**config.mk**
```make
export PLATFORM = sky130hd
export DESIGN_NAME = chpk_buffer
export DESIGN_NICKNAME = d
export VERILOG_FILES = /design/src/rtl/chpk_pkg.sv /design/src/rtl/chpk_parity.sv /design/src/rtl/chpk_slots.sv /design/src/rtl/chpk_seq.sv /design/src/rtl/chpk_buffer.sv
export SDC_FILE = /design/constraint.sdc
export NUM_CORES = 1
export LEC_CHECK = 0
export ABC_CLOCK_PERIOD_IN_PS = 4700
export BUFFER_PORTS_ARGS = -buffer_cell sky130_fd_sc_hd__buf_2
export CELL_PAD_IN_SITES_DETAIL_PLACEMENT = 1
export CELL_PAD_IN_SITES_GLOBAL_PLACEMENT = 2
export CORE_ASPECT_RATIO = 0.8
export CORE_MARGIN = 3
export CORE_UTILIZATION = 34
export DETAILED_ROUTE_END_ITERATION = 8
export GPL_TIMING_DRIVEN = 0
export PLACE_DENSITY_LB_ADDON = 0.1
export SLEW_MARGIN = 15
export SYNTH_ARGS = -nofsm -noshare
export SYNTH_HDL_FRONTEND = slang
export SYNTH_HIERARCHICAL = 1
export SYNTH_SLANG_ARGS = --single-unit
```
**constraint.sdc**
```tcl
create_clock -name clk -period 4.7 [get_ports clk]
set_input_delay 0.235 -clock clk [delete_from_list [all_inputs] [get_ports clk]]
set_output_delay 0.235 -clock clk [all_outputs]
set_load 0.01 [all_outputs]
```
**src/rtl/chpk_pkg.sv**
```systemverilog
package chpk_pkg;
  typedef enum logic {
    XFER_IN  = 1'b0,
    XFER_OUT = 1'b1
  } xfer_dir_e;
endpackage

```
**src/rtl/chpk_parity.sv**
```systemverilog
// Parity bit that makes the total ones count odd (even_mode=0) or even.
module chpk_parity #(
  parameter int W = 6
) (
  input  logic [W-1:0] data,
  input  logic         even_mode,
  output logic         par_bit
);
  always_comb begin
    par_bit = even_mode ? (^data) : ~(^data);
  end
endmodule

```
**src/rtl/chpk_slots.sv**
```systemverilog
// Word register split into character slots, slot 0 at the most significant end.
module chpk_slots #(
  parameter  int CHAR_W = 6,
  parameter  int SLOTS  = 4,
  localparam int IDX_W  = (SLOTS > 1) ? $clog2(SLOTS) : 1,
  localparam int WORD_W = CHAR_W * SLOTS
) (
  input  logic              clk,
  input  logic              rst_n,
  input  logic              clr,
  input  logic              ld,
  input  logic [WORD_W-1:0] ld_word,
  input  logic              wr,
  input  logic [IDX_W-1:0]  idx,
  input  logic [CHAR_W-1:0] wr_char,
  output logic [WORD_W-1:0] word_q,
  output logic [CHAR_W-1:0] sel_char
);
  for (genvar i = 0; i < SLOTS; i++) begin : g_slot
    logic [CHAR_W-1:0] slot_q;
    logic [CHAR_W-1:0] slot_d;
    logic              slot_en;

    always_comb begin
      slot_en = clr | ld | (wr && (idx == IDX_W'(i)));
      if (clr)     slot_d = '0;
      else if (ld) slot_d = ld_word[WORD_W-1-CHAR_W*i -: CHAR_W];
      else         slot_d = wr_char;
    end

    always_ff @(posedge clk or negedge rst_n) begin
      if (!rst_n)       slot_q <= '0;
      else if (slot_en) slot_q <= slot_d;
    end

    assign word_q[WORD_W-1-CHAR_W*i -: CHAR_W] = slot_q;
  end

  always_comb begin
    sel_char = word_q[WORD_W-1-CHAR_W*int'(idx) -: CHAR_W];
  end

  AST_CLR_EMPTIES: assert property (@(posedge clk) disable iff (!rst_n)
    (clr && !ld) |=> (word_q == '0));
endmodule

```
**src/rtl/chpk_seq.sv**
```systemverilog
// Transfer sequencer: connection, direction, fill level, status and output register.
module chpk_seq
  import chpk_pkg::*;
#(
  parameter  int CHAR_W = 6,
  parameter  int SLOTS  = 4,
  localparam int IDX_W  = (SLOTS > 1) ? $clog2(SLOTS) : 1
) (
  input  logic              clk,
  input  logic              rst_n,
  input  logic              cmd_act,
  input  logic              cfg_out,
  input  logic              cfg_even,
  input  logic [IDX_W-1:0]  cfg_cpw,
  input  logic              cmd_drop,
  input  logic              cmd_drain,
  input  logic              in_vld,
  input  logic              in_par_ok,
  input  logic              in_gap,
  input  logic              out_req,
  input  logic [CHAR_W-1:0] send_char,
  input  logic              send_par,
  input  logic              rd,
  input  logic              wr,
  output logic              slot_clr,
  output logic              slot_ld,
  output logic              slot_wr,
  output logic [IDX_W-1:0]  cnt,
  output logic              even_mode,
  output logic              buf_empty,
  output logic              ready,
  output logic              error,
  output logic              disc,
  output logic              irq,
  output logic              stb,
  output logic [CHAR_W-1:0] ochar,
  output logic              opar
);
  logic              conn_q, conn_d;
  xfer_dir_e         dir_q, dir_d;
  logic              even_q, even_d;
  logic [IDX_W-1:0]  cpw_q, cpw_d;
  logic [IDX_W-1:0]  cnt_q, cnt_d;
  logic              full_q, full_d;
  logic              empty_q, empty_d;
  logic              err_q, err_d;
  logic              irq_q, irq_d;
  logic              term_q, term_d;
  logic              stb_q, stb_d;
  logic [CHAR_W-1:0] ochar_q, ochar_d;
  logic              opar_q, opar_d;
  logic              last;

  always_comb begin
    conn_d   = conn_q;
    dir_d    = dir_q;
    even_d   = even_q;
    cpw_d    = cpw_q;
    cnt_d    = cnt_q;
    full_d   = full_q;
    empty_d  = empty_q;
    err_d    = err_q;
    irq_d    = irq_q;
    term_d   = term_q;
    stb_d    = 1'b0;
    ochar_d  = ochar_q;
    opar_d   = opar_q;
    slot_clr = 1'b0;
    slot_ld  = 1'b0;
    slot_wr  = 1'b0;
    last     = (cnt_q == cpw_q);

    if (cmd_act) begin
      conn_d   = 1'b1;
      dir_d    = cfg_out ? XFER_OUT : XFER_IN;
      even_d   = cfg_even;
      cpw_d    = cfg_cpw;
      cnt_d    = '0;
      full_d   = 1'b0;
      empty_d  = 1'b1;
      err_d    = 1'b0;
      irq_d    = 1'b0;
      term_d   = 1'b0;
      slot_clr = 1'b1;
    end else begin
      if (cmd_drop && conn_q) begin
        conn_d = 1'b0;
        term_d = 1'b0;
      end else if (conn_q && dir_q == XFER_IN) begin
        if (in_gap) begin
          conn_d = 1'b0;
          irq_d  = 1'b1;
          if (cnt_q != '0) full_d = 1'b1;
          cnt_d  = '0;
        end else if (in_vld) begin
          if (full_q) begin
            err_d = 1'b1;
          end else begin
            slot_wr = 1'b1;
            if (!in_par_ok) err_d = 1'b1;
            if (last) begin
              full_d = 1'b1;
              cnt_d  = '0;
            end else begin
              cnt_d = cnt_q + IDX_W'(1);
            end
          end
        end
      end else if (conn_q) begin
        if (out_req) begin
          stb_d   = 1'b1;
          ochar_d = send_char;
          opar_d  = send_par;
          if (!empty_q) begin
            if (last) begin
              empty_d = 1'b1;
              cnt_d   = '0;
            end else begin
              cnt_d = cnt_q + IDX_W'(1);
            end
          end
        end
        if (wr && empty_q && !term_q && !cmd_drain) begin
          slot_ld = 1'b1;
          empty_d = 1'b0;
          cnt_d   = '0;
        end
        if (cmd_drain) term_d = 1'b1;
        if ((term_q || cmd_drain) && empty_q) begin
          conn_d = 1'b0;
          irq_d  = 1'b1;
          term_d = 1'b0;
        end
      end

      if (rd && dir_q == XFER_IN && full_q) begin
        full_d   = 1'b0;
        slot_clr = 1'b1;
      end
    end
  end

  always_ff @(posedge clk or negedge rst_n) begin
    if (!rst_n) begin
      conn_q  <= 1'b0;
      dir_q   <= XFER_IN;
      even_q  <= 1'b0;
      cpw_q   <= '0;
      cnt_q   <= '0;
      full_q  <= 1'b0;
      empty_q <= 1'b1;
      err_q   <= 1'b0;
      irq_q   <= 1'b0;
      term_q  <= 1'b0;
      stb_q   <= 1'b0;
      ochar_q <= '0;
      opar_q  <= 1'b0;
    end else begin
      conn_q  <= conn_d;
      dir_q   <= dir_d;
      even_q  <= even_d;
      cpw_q   <= cpw_d;
      cnt_q   <= cnt_d;
      full_q  <= full_d;
      empty_q <= empty_d;
      err_q   <= err_d;
      irq_q   <= irq_d;
      term_q  <= term_d;
      stb_q   <= stb_d;
      if (stb_d) begin
        ochar_q <= ochar_d;
        opar_q  <= opar_d;
      end
    end
  end

  assign cnt       = cnt_q;
  assign even_mode = even_q;
  assign buf_empty = empty_q;
  assign ready     = (dir_q == XFER_IN) ? full_q : empty_q;
  assign error     = err_q;
  assign disc      = ~conn_q;
  assign irq       = irq_q;
  assign stb       = stb_q;
  assign ochar     = ochar_q;
  assign opar      = opar_q;

  AST_NO_STB_OFFLINE: assert property (@(posedge clk) disable iff (!rst_n)
    (!conn_q && !cmd_act) |=> !stb_q);
  AST_OVERRUN_FLAGS: assert property (@(posedge clk) disable iff (!rst_n)
    (conn_q && dir_q == XFER_IN && in_vld && full_q && !in_gap && !cmd_act && !cmd_drop)
      |=> err_q);
  AST_FULL_HOLDS: assert property (@(posedge clk) disable iff (!rst_n)
    (full_q && !rd && !cmd_act) |=> full_q);
  AST_IRQ_STICKY: assert property (@(posedge clk) disable iff (!rst_n)
    (irq_q && !cmd_act) |=> irq_q);
  AST_DROP_QUIET: assert property (@(posedge clk) disable iff (!rst_n)
    (cmd_drop && conn_q && !cmd_act && !irq_q) |=> (!conn_q && !irq_q));
  AST_CNT_BOUND: assert property (@(posedge clk) disable iff (!rst_n)
    cnt_q <= cpw_q);
endmodule

```
**src/rtl/chpk_buffer.sv**
```systemverilog
module chpk_buffer #(
  parameter  int CHAR_W = 6,
  parameter  int SLOTS  = 4,
  localparam int IDX_W  = (SLOTS > 1) ? $clog2(SLOTS) : 1,
  localparam int WORD_W = CHAR_W * SLOTS
) (
  input  logic              clk,
  input  logic              rst_n,
  input  logic              cmd_activate,
  input  logic              cfg_out,
  input  logic              cfg_even,
  input  logic [IDX_W-1:0]  cfg_cpw,
  input  logic              cmd_drop,
  input  logic              cmd_drain,
  input  logic              dev_in_vld,
  input  logic [CHAR_W-1:0] dev_in_char,
  input  logic              dev_in_par,
  input  logic              dev_in_gap,
  input  logic              dev_out_req,
  output logic              dev_out_stb,
  output logic [CHAR_W-1:0] dev_out_char,
  output logic              dev_out_par,
  input  logic              word_rd,
  output logic [WORD_W-1:0] word_rdata,
  input  logic              word_wr,
  input  logic [WORD_W-1:0] word_wdata,
  output logic              buf_ready,
  output logic              buf_error,
  output logic              dev_disc,
  output logic              irq_req
);
  logic              slot_clr, slot_ld, slot_wr;
  logic [IDX_W-1:0]  cnt;
  logic              even_mode, buf_empty;
  logic [CHAR_W-1:0] sel_char, send_char;
  logic              send_par, in_exp_par, in_par_ok;

  chpk_parity #(.W(CHAR_W)) i_in_par (
    .data      (dev_in_char),
    .even_mode (even_mode),
    .par_bit   (in_exp_par)
  );

  assign in_par_ok = (dev_in_par == in_exp_par);
  assign send_char = buf_empty ? '0 : sel_char;

  chpk_parity #(.W(CHAR_W)) i_out_par (
    .data      (send_char),
    .even_mode (even_mode),
    .par_bit   (send_par)
  );

  chpk_slots #(.CHAR_W(CHAR_W), .SLOTS(SLOTS)) i_slots (
    .clk      (clk),
    .rst_n    (rst_n),
    .clr      (slot_clr),
    .ld       (slot_ld),
    .ld_word  (word_wdata),
    .wr       (slot_wr),
    .idx      (cnt),
    .wr_char  (dev_in_char),
    .word_q   (word_rdata),
    .sel_char (sel_char)
  );

  chpk_seq #(.CHAR_W(CHAR_W), .SLOTS(SLOTS)) i_seq (
    .clk       (clk),
    .rst_n     (rst_n),
    .cmd_act   (cmd_activate),
    .cfg_out   (cfg_out),
    .cfg_even  (cfg_even),
    .cfg_cpw   (cfg_cpw),
    .cmd_drop  (cmd_drop),
    .cmd_drain (cmd_drain),
    .in_vld    (dev_in_vld),
    .in_par_ok (in_par_ok),
    .in_gap    (dev_in_gap),
    .out_req   (dev_out_req),
    .send_char (send_char),
    .send_par  (send_par),
    .rd        (word_rd),
    .wr        (word_wr),
    .slot_clr  (slot_clr),
    .slot_ld   (slot_ld),
    .slot_wr   (slot_wr),
    .cnt       (cnt),
    .even_mode (even_mode),
    .buf_empty (buf_empty),
    .ready     (buf_ready),
    .error     (buf_error),
    .disc      (dev_disc),
    .irq       (irq_req),
    .stb       (dev_out_stb),
    .ochar     (dev_out_char),
    .opar      (dev_out_par)
  );

  AST_STB_PARITY: assert property (@(posedge clk) disable iff (!rst_n)
    dev_out_stb |-> ((^{dev_out_char, dev_out_par}) == ~even_mode));
endmodule

```
== Word level (Yosys, flattened, before mapping) ==
Cells that the tools add are included.
W data, S select, Z words.

* Bits of input ports: 45
* Register bits: 44
* Output and inout bits: 36
* Word-level logic and storage cells: 170

* Bitwise logic cells: 12
* Add/sub/neg operators: 2
* Reductions and logical operators: 37
* Shifts and indexed selects: 1
* $mul: 1
* Mux-type cells: 83
* Eq/ne operators: 17

{| class="wikitable"
|+ Operator list
! operator !! number
|-
| $mux W1 || 63
|-
| $mux W6 || 9
|-
| $shiftx A29 B32 Y6 || 1
|-
| $sub A6 B32 Y32 const A || 1
|-
| $mux W2 || 11
|-
| $reduce_bool A3 Y1 || 5
|-
| $logic_and A1 B1 Y1 || 12
|-
| $ne A4 B4 Y1 const B || 3
|-
| $reduce_and A4 Y1 || 3
|-
| $reduce_and A6 Y1 || 2
|-
| $reduce_bool A4 Y1 || 3
|-
| $reduce_xor A6 Y1 || 2
|-
| $ne A3 B3 Y1 const B || 3
|-
| $reduce_bool A2 Y1 || 4
|-
| $not A1 Y1 || 7
|-
| $ne A2 B2 Y1 const B || 3
|-
| $or A1 B1 Y1 || 5
|-
| $reduce_and A5 Y1 || 1
|-
| $eq A2 B2 Y1 const B || 2
|-
| $mul A2 B2 Y4 const A || 1
|-
| $ne A4 B2 Y1 const B || 1
|-
| $ne A4 B3 Y1 const B || 1
|-
| $ne A3 B2 Y1 const B || 1
|-
| $reduce_and A3 Y1 || 1
|-
| other kinds (7) || 8
|}

== Logic depth before layout (Yosys ltp) ==
* Word-level depth: 11
* Mapped depth: 13

== Cells and area by module ==
Netlist, hierarchy kept.

{| class="wikitable"
|+ Modules (own cells, without submodules)
! module !! instances !! seq. area each (um2) !! area each (um2) !! cells an instance
|-
| chpk_slots || 1 || 600.6 || 1,776.7 || 199
|-
| chpk_seq || 1 || 501.7 || 979.7 || 89
|-
| chpk_parity || 2 || 0.0 || 62.6 || 4
|-
| chpk_buffer || 1 || 0.0 || 46.3 || 7
|}

== Least setup slack after synthesis ==
No wires, ideal clock.

* Kind: reg-to-reg
* From: register i_seq.cnt_q[0], in the netlist i_seq/cnt[0]
* To: register i_seq.opar_q, in the netlist i_seq/opar
* Data required time: 4.575 ns
* Cell stages (with the launch flop): 13
* Path buffers: 2
* Period minus slack after synthesis: 2.878 ns
* Setup time: 0.125 ns
* Slack: 1.822 ns
* Data arrival time: 2.753 ns
* Cell sequence: dfrtp_1 inv_1 ha_1 buf_6 buf_12 mux2i_1 mux2_2 o21a_1 a21oi_2 nor2b_1 xnor3_1 xnor3_1 mux2_2

* Longest elaborated chain between the ends: 7

{| class="wikitable"
|+ RTL lines
! what !! RTL line !! RTL
|-
| from (decl) || chpk_seq.sv:43 || <nowiki>logic [IDX_W-1:0] cnt_q, cnt_d;</nowiki>
|-
| from (signal assigned) || chpk_seq.sv:163 || <nowiki>cnt_q <= cnt_d;</nowiki>
|-
| $mul A2 B2 Y4 * || chpk_slots.sv:40 || <nowiki>sel_char = word_q[WORD_W-1-CHAR_W*int'(idx) -: CHAR_W];</nowiki>
|-
| $sub A6 B32 Y32 * || chpk_slots.sv:40 ||
|-
| $shiftx A29 B32 Y6 * || chpk_slots.sv:40 ||
|-
| named net sel_char[1] || chpk_buffer.sv:35 || <nowiki>logic [CHAR_W-1:0] sel_char, send_char;</nowiki>
|-
| $mux W6 * || chpk_buffer.sv:45 || <nowiki>assign send_char = buf_empty ? '0 : sel_char;</nowiki>
|-
| named net send_char[1] || chpk_buffer.sv:35 ||
|-
| $reduce_xor A6 Y1 * || chpk_parity.sv:10 || <nowiki>par_bit = even_mode ? (^data) : ~(^data);</nowiki>
|-
| $not A1 Y1 || chpk_parity.sv:10 ||
|-
| $mux W1 * || chpk_parity.sv:10 ||
|-
| named net send_par || chpk_buffer.sv:36 || <nowiki>logic send_par, in_exp_par, in_par_ok;</nowiki>
|-
| to (signal assigned) || chpk_seq.sv:172 || <nowiki>opar_q <= opar_d;</nowiki>
|-
| to (decl) || chpk_seq.sv:51 || <nowiki>logic opar_q, opar_d;</nowiki>
|}

Mark *: on every way through the listed nets, which the timed path passes. The rest lies on a longest branch.
A chain may end at the register's enable or synchronous reset.

== Worst setup path in the final report ==
Ends and elaborated chain as after synthesis.

==> flow_metrics.py <==
metrics = {
    "pwr": {
        "peakVddDrop_mv": 0.151,
        "power_density_nw_per_um2": 324,
        "fin_total_pwr_mw": 1.15,
        "leakagePower_nw": 1.67,
    },
    "clock_tree": {
        "hold_buffers": 0,
        "cts_buffer_depth": 2,
        "cts_root_buf": "clkbuf_8",
        "htreeDepth": 2,
        "cts_tree": "built",
        "cts_resized": 0,
        "cts.sinks": 44,
        "cts_buffers": 5,
        "clk_latency_ns": 0.30,
        "cts.clk_slew.worst_paths_ns": 0.09,
        "post_cts_buffers": 0,
    },
    "run": {
        "cap_viol_max_count": 0,
    },
    "finish": {
        "antennaDiodeCount": 0,
        "final_cell_count_no_fill": 498,
        "final_common_cell": "buf_2",
        "drive_above_1_share": 0.341,
        "postLayoutCellArea_um2": 3550,
        "final_cell_mix": "buf_2, dfrtp_1, nand2_1, a21oi_1, o31ai_1",
        "area_delta_synth_final_pct": 21.3,
        "fin_util": 0.435,
        "nets": 440,
    },
    "status": {
        "status": "completed",
    },
    "critical_path": {
        "critPathKind": "reg -> reg",
        "cp_data_arrival_time_ns": 3.46,
        "path_delay_family": "multiplexers",
        "critPathBufInv": 3,
        "critical_path.cell_chain": "inv_1 -> ha_1 -> buf_6 -> buf_12 -> mux2i_1 -> mux2_2 -> o21a_1 -> a21oi_2 -> nor2b_1 -> xnor3_1 -> xnor3_1 -> mux2_2",
        "cp-start-kind": "flip-flop",
        "cp-end-kind": "flip-flop",
        "cp.required_ns": 4.89,
        "ff2ff_path_depth": 12,
        "slowest_stage": "dfrtp_1",
        "cp_max_fo": 10,
        "r2r_start": "i_seq/cnt[0]",
        "r2r_end": "i_seq/opar",
        "r2r_slack_ns": 1.43,
        "slowest_delay_ns": 0.56,
    },
    "global_routing": {
        "grt_pass1_wl_mm": 14.5,
        "gr-total-overflow": 0,
        "antenna_found_initial": 0,
        "grt_pass1_vias": 2651,
        "grt_max_degree": 45,
        "track_usage": 0.194,
    },
    "timing": {
        "finalHoldViolCount": 0,
        "post-route-min-period_ns": 3.27,
        "rsz0062_at_grt": "false",
        "worstMarginPinSlew_ns": 1.02,
        "finalSetupViolCount": 0,
        "finClkSkew_ns": 0.00862,
        "tns_ns": 0,
        "fmax_mhz": 306,
        "maxSlewViolCount": 0,
        "whs_ns": 0.0906,
        "timing.final.ws_setup_ns": 1.43,
        "finalCritPeriodShare": 0.696,
        "slew_headroom": 0.322,
    },
    "logic_synthesis": {
        "async_flop_share": 1.00,
        "synthDistinctLibCells": 46,
        "yosys_warnings": 6,
        "ys_seq_elements": 44,
        "syn_inst": 303,
        "synth-seq-area-share": 0.376,
        "synth-edff-count": 0,
        "synth_fp_nets": 354,
        "synth_area_um2": 2930,
        "dominantRegCellSynth": "dfrtp_1",
        "avgSynthCellArea_um2": 9.66,
    },
    "floorplan": {
        "die_w_um": 110,
        "core.rowCount": 29,
        "dieArea_um2": 9770,
        "start_util": 0.359,
        "num_io_pins": 81,
        "die_h_um": 89,
        "core_area_um2": 8160,
    },
    "route": {
        "finalWirelength_mm": 8.91,
        "dr.pass1.iters": 4,
        "drtIter0Drc": 131,
        "vias": 2636,
        "routedWlPerCell_um": 17.9,
        "ant_nets": 0,
        "viasPerCell": 5.29,
        "drc": 0,
    },
    "placement": {
        "dpl.hpwl_mm": 7.12,
        "gp_congestion": 0.807,
        "io_buffer_count": 79,
        "post_dp_cell_area_um2": 3460,
        "pre_cts_slack_ns": 1.44,
        "dp.cells": 490,
    },
    "hold_path": {
        "hp-class": "in -> async",
    },
}
## state kept, by name (all words and copies together) (netlist names), 2 cells and up
name	cells
i_slots/g_slot.slot_q	24
i_seq/cnt	2
i_seq/ochar	6
i_seq/cpw_q	2
## how the worst max path moves through the flow
stage	startpoint	end	slack, ns	depth (start not counted)
6_report	i_seq/cnt[0]	i_seq/opar	1.43	12
5_1_grt	i_seq/cnt[0]	i_seq/opar	1.19	13
4_1_cts	i_seq/cnt[0]	i_seq/opar	1.41	12
3_5_place_dp	i_seq/cnt[0]	i_seq/opar	1.44	12
3_3_place_gp	i_seq/cnt[0]	i_seq/opar	1.43	12
2_1_floorplan	i_seq/cnt[0]	i_seq/opar	1.82	12
## worst reg2reg max path, delay by kind of cell (launching register included)
family | cells | cell delay (ns)
multiplexers | 3 | 0.73
flip-flops | 1 | 0.56
adder cells (fa/ha/maj) | 1 | 0.26
AND/OR/NAND/NOR | 1 | 0.17
AO/OA/AOI/OAI | 2 | 0.29
XOR/XNOR | 2 | 0.60
buffers and inverters | 3 | 0.54
## routing by layer
layer	GRT usage	vias to the layer above	part of all wire
met3	0.0361	8	0.036
met1	0.290	1309	0.52
met2	0.295	53	0.44
met5	0	-	0
li1	-	1266	-
met4	0.0362	0	0.0072
## area by class of cell
class	instances	area, um2
Buffer	20	125
Clock buffer	7	86.3
Inverter	14	52.6
Sequential cell	44	1100
Fill cell	999	4610
Timing Repair Buffer	79	395
Multi-Input combinational cell	225	1650
Tap cell	108	135
Clock inverter	1	7.51
## Yosys cell counts (5+ instances only)
cell	count	area [um2]
a21oi_1	28	140
a21oi_2	5	43.8
buf_2	9	45.0
dfrtp_1	43	1080
ha_1	6	75.1
inv_1	14	52.6
mux2_2	19	214
mux2i_1	12	120
nand2_1	39	146
nor2_1	10	37.5
nor2b_1	16	100
nor3_1	6	30.0
o21ai_0	8	40.0
o31ai_1	24	180
## where the power goes
part,total [mW],switching (mW),internal (mW)
clock network,0.257,0.137,0.120
logic,0.438,0.233,0.205
registers,0.458,0.0456,0.413
total,1.15,0.416,0.737
## cells by family (layout without fill, tap and decap cells)
| kind of cell | count (synthesis) | in the layout | share of synthesized area |
|---|---|---|---|
| flip-flops | 44 | 44 | 0.376 |
| AO/OA/AOI/OAI | 87 | 87 | 0.197 |
| XOR/XNOR | 11 | 11 | 0.0517 |
| adder cells (fa/ha/maj) | 6 | 6 | 0.0256 |
| AND/OR/NAND/NOR | 87 | 87 | 0.151 |
| buffers and inverters | 34 | 121 | 0.0607 |
| multiplexers | 34 | 34 | 0.137 |
(Power assumes the default switching activity.)
